<file path="src/rtl/dpbuf_pkg.sv">
package dpbuf_pkg;
  typedef enum logic {
    SIG_BUSY = 1'b0,
    SIG_ACK  = 1'b1
  } sig_mode_e;
endpackage

</file>
<file path="src/rtl/dpbuf_sync.sv">
module dpbuf_sync #(
  parameter int STAGES = 2
) (
  input  logic clk,
  input  logic rst_n,
  input  logic d,
  output logic q
);
  logic [STAGES-1:0] chain;

  always_ff @(posedge clk or negedge rst_n) begin
    if (!rst_n) chain[0] <= 1'b0;
    else        chain[0] <= d;
  end

  for (genvar i = 1; i < STAGES; i++) begin : g_stage
    always_ff @(posedge clk or negedge rst_n) begin
      if (!rst_n) chain[i] <= 1'b0;
      else        chain[i] <= chain[i-1];
    end
  end

  assign q = chain[STAGES-1];
endmodule

</file>
<file path="src/rtl/dpbuf_conflict.sv">
module dpbuf_conflict #(
  parameter int AW = 5
) (
  input  logic          clk,
  input  logic          rst_n,
  input  logic [AW-1:0] h_addr,
  input  logic [AW-1:0] ser_addr,
  input  logic          slot_win,
  input  logic          slot_acc,
  output logic          hit_win,
  output logic          hit_acc
);
  logic same;

  assign same    = (h_addr == ser_addr);
  assign hit_win = slot_win & same;
  assign hit_acc = slot_acc & same;

  // the serial access period always lies inside the window
  p_acc_in_win_r8: assert property (@(posedge clk) disable iff (!rst_n)
    slot_acc |-> slot_win);
endmodule

</file>
<file path="src/rtl/dpbuf_mem.sv">
module dpbuf_mem #(
  parameter int AW = 5,
  parameter int DW = 8
) (
  input  logic          clk,
  input  logic          rst_n,
  input  logic          ser_we,
  input  logic [AW-1:0] ser_addr,
  input  logic [DW-1:0] ser_wdata,
  output logic [DW-1:0] ser_rdata,
  input  logic          host_we,
  input  logic          host_re,
  input  logic [AW-1:0] host_addr,
  input  logic [DW-1:0] host_wdata,
  output logic [DW-1:0] host_rdata
);
  localparam int DEPTH = 1 << AW;

  logic [DW-1:0] cells [DEPTH];

  always_ff @(posedge clk or negedge rst_n) begin
    if (!rst_n) begin
      for (int i = 0; i < DEPTH; i++) cells[i] <= '0;
    end else begin
      if (ser_we)  cells[ser_addr]  <= ser_wdata;
      if (host_we) cells[host_addr] <= host_wdata;
    end
  end

  always_ff @(posedge clk or negedge rst_n) begin
    if (!rst_n)       host_rdata <= '0;
    else if (host_re) host_rdata <= cells[host_addr];
  end

  assign ser_rdata = cells[ser_addr];

  // a host write never lands on the byte the serial side writes in the same cycle
  p_serial_first_r5: assert property (@(posedge clk) disable iff (!rst_n)
    (host_we && ser_we) |-> (host_addr != ser_addr));
endmodule

</file>
<file path="src/rtl/dpbuf_arb.sv">
module dpbuf_arb
  import dpbuf_pkg::*;
#(
  parameter int AW          = 5,
  parameter int DW          = 8,
  parameter int SYNC_STAGES = 2
) (
  input  logic          clk,
  input  logic          rst_n,
  input  logic          mode,
  input  logic          cs_n,
  input  logic          rd_wr_n,
  input  logic [AW-1:0] h_addr,
  input  logic [DW-1:0] h_wdata,
  output logic [DW-1:0] h_rdata,
  output logic          busy_n,
  output logic          ack_n,
  input  logic          slot_win,
  input  logic          slot_acc,
  input  logic [AW-1:0] ser_addr,
  input  logic          ser_wr,
  input  logic [DW-1:0] ser_wdata,
  output logic [DW-1:0] ser_rdata
);
  sig_mode_e sig_mode;
  logic req, req_q, start, blocked, exec, pending, done;
  logic hit_win, hit_acc;

  assign sig_mode = sig_mode_e'(mode);

  dpbuf_sync #(.STAGES(SYNC_STAGES)) u_sync (
    .clk(clk), .rst_n(rst_n), .d(~cs_n), .q(req)
  );

  dpbuf_conflict #(.AW(AW)) u_conf (
    .clk(clk), .rst_n(rst_n), .h_addr(h_addr), .ser_addr(ser_addr),
    .slot_win(slot_win), .slot_acc(slot_acc),
    .hit_win(hit_win), .hit_acc(hit_acc)
  );

  assign start   = req & ~req_q;
  assign blocked = hit_win;
  assign exec    = (start | pending) & ~blocked;

  always_ff @(posedge clk or negedge rst_n) begin
    if (!rst_n) begin
      req_q   <= 1'b0;
      pending <= 1'b0;
      done    <= 1'b0;
    end else begin
      req_q <= req;
      if (start && blocked) pending <= 1'b1;
      else if (exec)        pending <= 1'b0;
      if (exec)      done <= 1'b1;
      else if (!req) done <= 1'b0;
    end
  end

  dpbuf_mem #(.AW(AW), .DW(DW)) u_mem (
    .clk(clk), .rst_n(rst_n),
    .ser_we(slot_acc & ser_wr), .ser_addr(ser_addr),
    .ser_wdata(ser_wdata), .ser_rdata(ser_rdata),
    .host_we(exec & ~rd_wr_n), .host_re(exec & rd_wr_n),
    .host_addr(h_addr), .host_wdata(h_wdata), .host_rdata(h_rdata)
  );

  assign busy_n = ~((sig_mode == SIG_BUSY) &
                    ((start & blocked) | pending | (req & hit_acc)));
  assign ack_n  = ~((sig_mode == SIG_ACK) & done);

  // a parked access stays parked while its window is still open
  p_hold_in_window_r4: assert property (@(posedge clk) disable iff (!rst_n)
    (pending && hit_win) |=> pending);

  // a parked access is carried out once, never twice in a row
  p_exec_once_r5: assert property (@(posedge clk) disable iff (!rst_n)
    exec |=> !exec);

  // no acknowledge while an access is parked
  p_ack_withheld_r6: assert property (@(posedge clk) disable iff (!rst_n)
    pending |-> ack_n);

  // a completed access and a parked one never coexist
  p_done_excl_r6: assert property (@(posedge clk) disable iff (!rst_n)
    !(done && pending));
endmodule

</file>
<file path="config.mk">
export PLATFORM = sky130hd
export DESIGN_NAME = dpbuf_arb
export DESIGN_NICKNAME = d
export VERILOG_FILES = /design/src/rtl/dpbuf_pkg.sv /design/src/rtl/dpbuf_sync.sv /design/src/rtl/dpbuf_conflict.sv /design/src/rtl/dpbuf_mem.sv /design/src/rtl/dpbuf_arb.sv
export SDC_FILE = /design/constraint.sdc
export NUM_CORES = 1
export LEC_CHECK = 0
export CAP_MARGIN = 15
export CORE_MARGIN = 10
export CORE_UTILIZATION = 55
export CTS_CLUSTER_SIZE = 28
export DETAILED_ROUTE_END_ITERATION = 8
export PLACE_DENSITY = 0.76
export SYNTH_ARGS = -nofsm -noshare
export SYNTH_HDL_FRONTEND = slang
export SYNTH_SLANG_ARGS = --single-unit
</file>
<file path="constraint.sdc">
create_clock -name clk -period 6.5 [get_ports clk]
set_input_delay 0.65 -clock clk [delete_from_list [all_inputs] [get_ports clk]]
set_output_delay 0.65 -clock clk [all_outputs]
set_load 0.05 [all_outputs]
</file>
==> run summary <==
status = finished, final reports clean
Fin Setup TNS = 0 ns
vias in the first global route = 12563
mapped cell area = 0.0179 mm^2
root buf cell = clkbuf_16
Final Cell Area = 0.0195 mm^2
max-slew violation count = 0
GPL Wtd Cong = 0.999
Most used DFF post-synth = dfrtp_1
slowest cell delay on critical path = 0.93 ns
Synth async-reset ratio = 1.00
Rows = 65
leakage = 8.46 nW
largest net degree at the start of global routing = 181
TritonCTS Sinks = 269
Final nets = 1398
Die Span X = 200 um
RSZ-0062 raised after global routing = false
Top Family by Delay on Critical Path = buffers and inverters
Hold Buf Count CTS = 0
final setup skew = 0.0140 ns
vias per inst = 7.06
endpoints failing setup = 0
Hold Crit Class = input port to asynchronous set/reset pin
Placed Area = 0.0185 mm^2
Syn Area/Cell = 12.9 um^2
sequential element share of the synthesized area = 0.377
Tot Pwr = 5.50 mW
Pwr Density = 282 mW/mm^2
Worst-Skew Late Latency = 0.57 ns
area delta synth->final = 9.07%
layout cells sized above 1 = 0.481
Die H = 200 um
post-CTS resize count = 0
Post-synth EDFFs = 0
Worst path most repeated cell = clkdlybuf4s50_1
htree depth = 1
Mapped Cells = 1387
Ys Warns = 0
crit path cell chain = clkdlybuf4s50_1, nor3b_2, a22oi_1, nand4_1, clkdlybuf4s50_1
# DRC = 0
Setup crit end kind = output port
Slowest cell on crit path = nor3b_2
total track usage = 0.287
FILL cells = 2496
Final ANT Viol Nets = 0
crit path DAT = 3.96 ns
crit start category = input port
Initial Util = 0.562
highest ir drop seen on vdd = 0.207 mV
port bufs = 51
final core utilization = 0.613
Tcrit/Tclk final = 0.709
final hold slack = 0.120 ns
crit path buf inv count = 2
drt total wl = 59800 um
via count = 12861
I/O pin cnt = 52
hpwl dp = 39900 um
FMAX = 0.217 GHz
worst endpoint required time = 5.85 ns
setup bufs post-CTS = 0
TritonRoute pass-1 iters = 5
CP max FO = 14
Synth cell types = 58
register bit total from synthesis = 269
WS Path Type = input port to output port
MaxCap Viol Count = 0
max_slew headroom = 0.180
final global-route overflow total = 0
CTS Buffer Depth = 3
Die ar. = 0.0401 mm^2
Iter 0 DRT Violations = 1751
Worst-Margin Slew = 1.23 ns
CTS tree = built
Num CTS Buffers = 30
clk slew on worst S/H paths = 0.06 ns
Tmin final = 4.61 ns
post-synthesis net count = 1421
Final Hold Viols = 0
initial antenna violation count = 2
first-pass GRT wire length = 87800 um
WL/cell = 32.8 um
Core Area = 0.0318 mm^2
## layer usage
metal  wire length, um  part of all wire  vias to the layer above  GRT usage
met5                 0                 0                        -          0
met4              2040             0.034                        0     0.0906
met3              5350             0.090                      121     0.0545
met2             27600              0.46                      696      0.447
met1             24800              0.42                     6770      0.398
li1                  -                 -                     5274          -
## flip-flops by register name, summed over array words and instances (netlist names)
register / flops
u_mem.cells: 256
u_mem.host_rdata: 8
done: 1
pending: 1
req_q: 1
u_sync.chain: 1
u_sync.q: 1
## report_power, final
part           internal (mW)  switching, mW
clock network           1.06          0.710
logic                  0.760          0.693
registers               2.00          0.281
## final timing paths
check	from	to	slack [ns]	cells past startpoint
max	ser_addr[4]	ser_rdata[2]	1.89	5
min	rst_n	u_mem.cells[239]$_DFF_PN0_	0.12	1
max reg2reg	u_sync.q$_DFF_PN0_	u_mem.cells[24]$_DFF_PN0_	4.08	5
min reg2reg	u_sync.chain[0]$_DFF_PN0_	u_sync.q$_DFF_PN0_	0.37	0
max in group asynchronous	rst_n	u_mem.cells[101]$_DFF_PN0_	4.75	2
min in group clk	u_sync.chain[0]$_DFF_PN0_	u_sync.q$_DFF_PN0_	0.37	0
## placed cells by master (no fill, tap or decap), types with 20 or more instances in the layout
cell / count
nor3_4: 26
dfrtp_1: 269
buf_4: 23
nand2_1: 20
a21oi_1: 21
mux2i_1: 124
clkbuf_16: 31
mux2_2: 462
nor2_1: 51
clkdlybuf4s50_1: 43
a22oi_1: 33
o22ai_1: 49
mux4_2: 74
## Yosys cell counts (all sizes together) (3+ instances only)
cell type / count / area share
mux2: 480 / 0.30
dfrtp: 269 / 0.38
or2: 4 / 0.0014
nand2b: 3 / 0.0011
o22ai: 49 / 0.017
nand4bb: 3 / 0.0019
or3: 8 / 0.0028
nor2: 54 / 0.012
clkbuf: 74 / 0.016
nand4b: 5 / 0.0025
inv: 3 / 0.00063
nand4: 10 / 0.0035
xnor2: 5 / 0.0025
o32ai: 4 / 0.0020
nand3: 5 / 0.0017
a22oi: 33 / 0.014
or3b: 6 / 0.0029
a21oi: 21 / 0.0059
nand2: 20 / 0.0042
nor3: 33 / 0.026
or4b: 3 / 0.0017
or4: 7 / 0.0029
mux4: 74 / 0.093
a31oi: 7 / 0.0025
buf: 54 / 0.019
nand3b: 4 / 0.0019
mux2i: 124 / 0.069
## cell type report
cell class / instances / area (um^2) / area share
Inverter: 3 / 11.3 / 0.000578
Sequential cell: 269 / 6730 / 0.345
Clock inverter: 5 / 100 / 0.00514
Clock buffer: 47 / 906 / 0.0465
Timing Repair Buffer: 73 / 669 / 0.0343
Tap cell: 435 / 544 / 0.0279
Antenna cell: 2 / 5.00 / 0.000257
Multi-Input combinational cell: 987 / 10500 / 0.540
## per-stage QoR
step / cells / worst slack (ns)
4_1_cts: 1819 / 2.03
2_1_floorplan: 1387 / 3.14
6_report: 1821 / 1.89
3_3_place_gp: 1767 / 2.00
5_1_grt: 1819 / 1.91
3_5_place_dp: 1767 / 2.03
## cell families after synthesis
group / Yosys count / synth area share
simple gates: 177 / 0.0720
mux: 678 / 0.467
xor+xnor: 5 / 0.00245
flops: 269 / 0.377
buf+inv: 131 / 0.0349
compound gates: 127 / 0.0472
No activity file was read; power rests on OpenSTA's default activity.
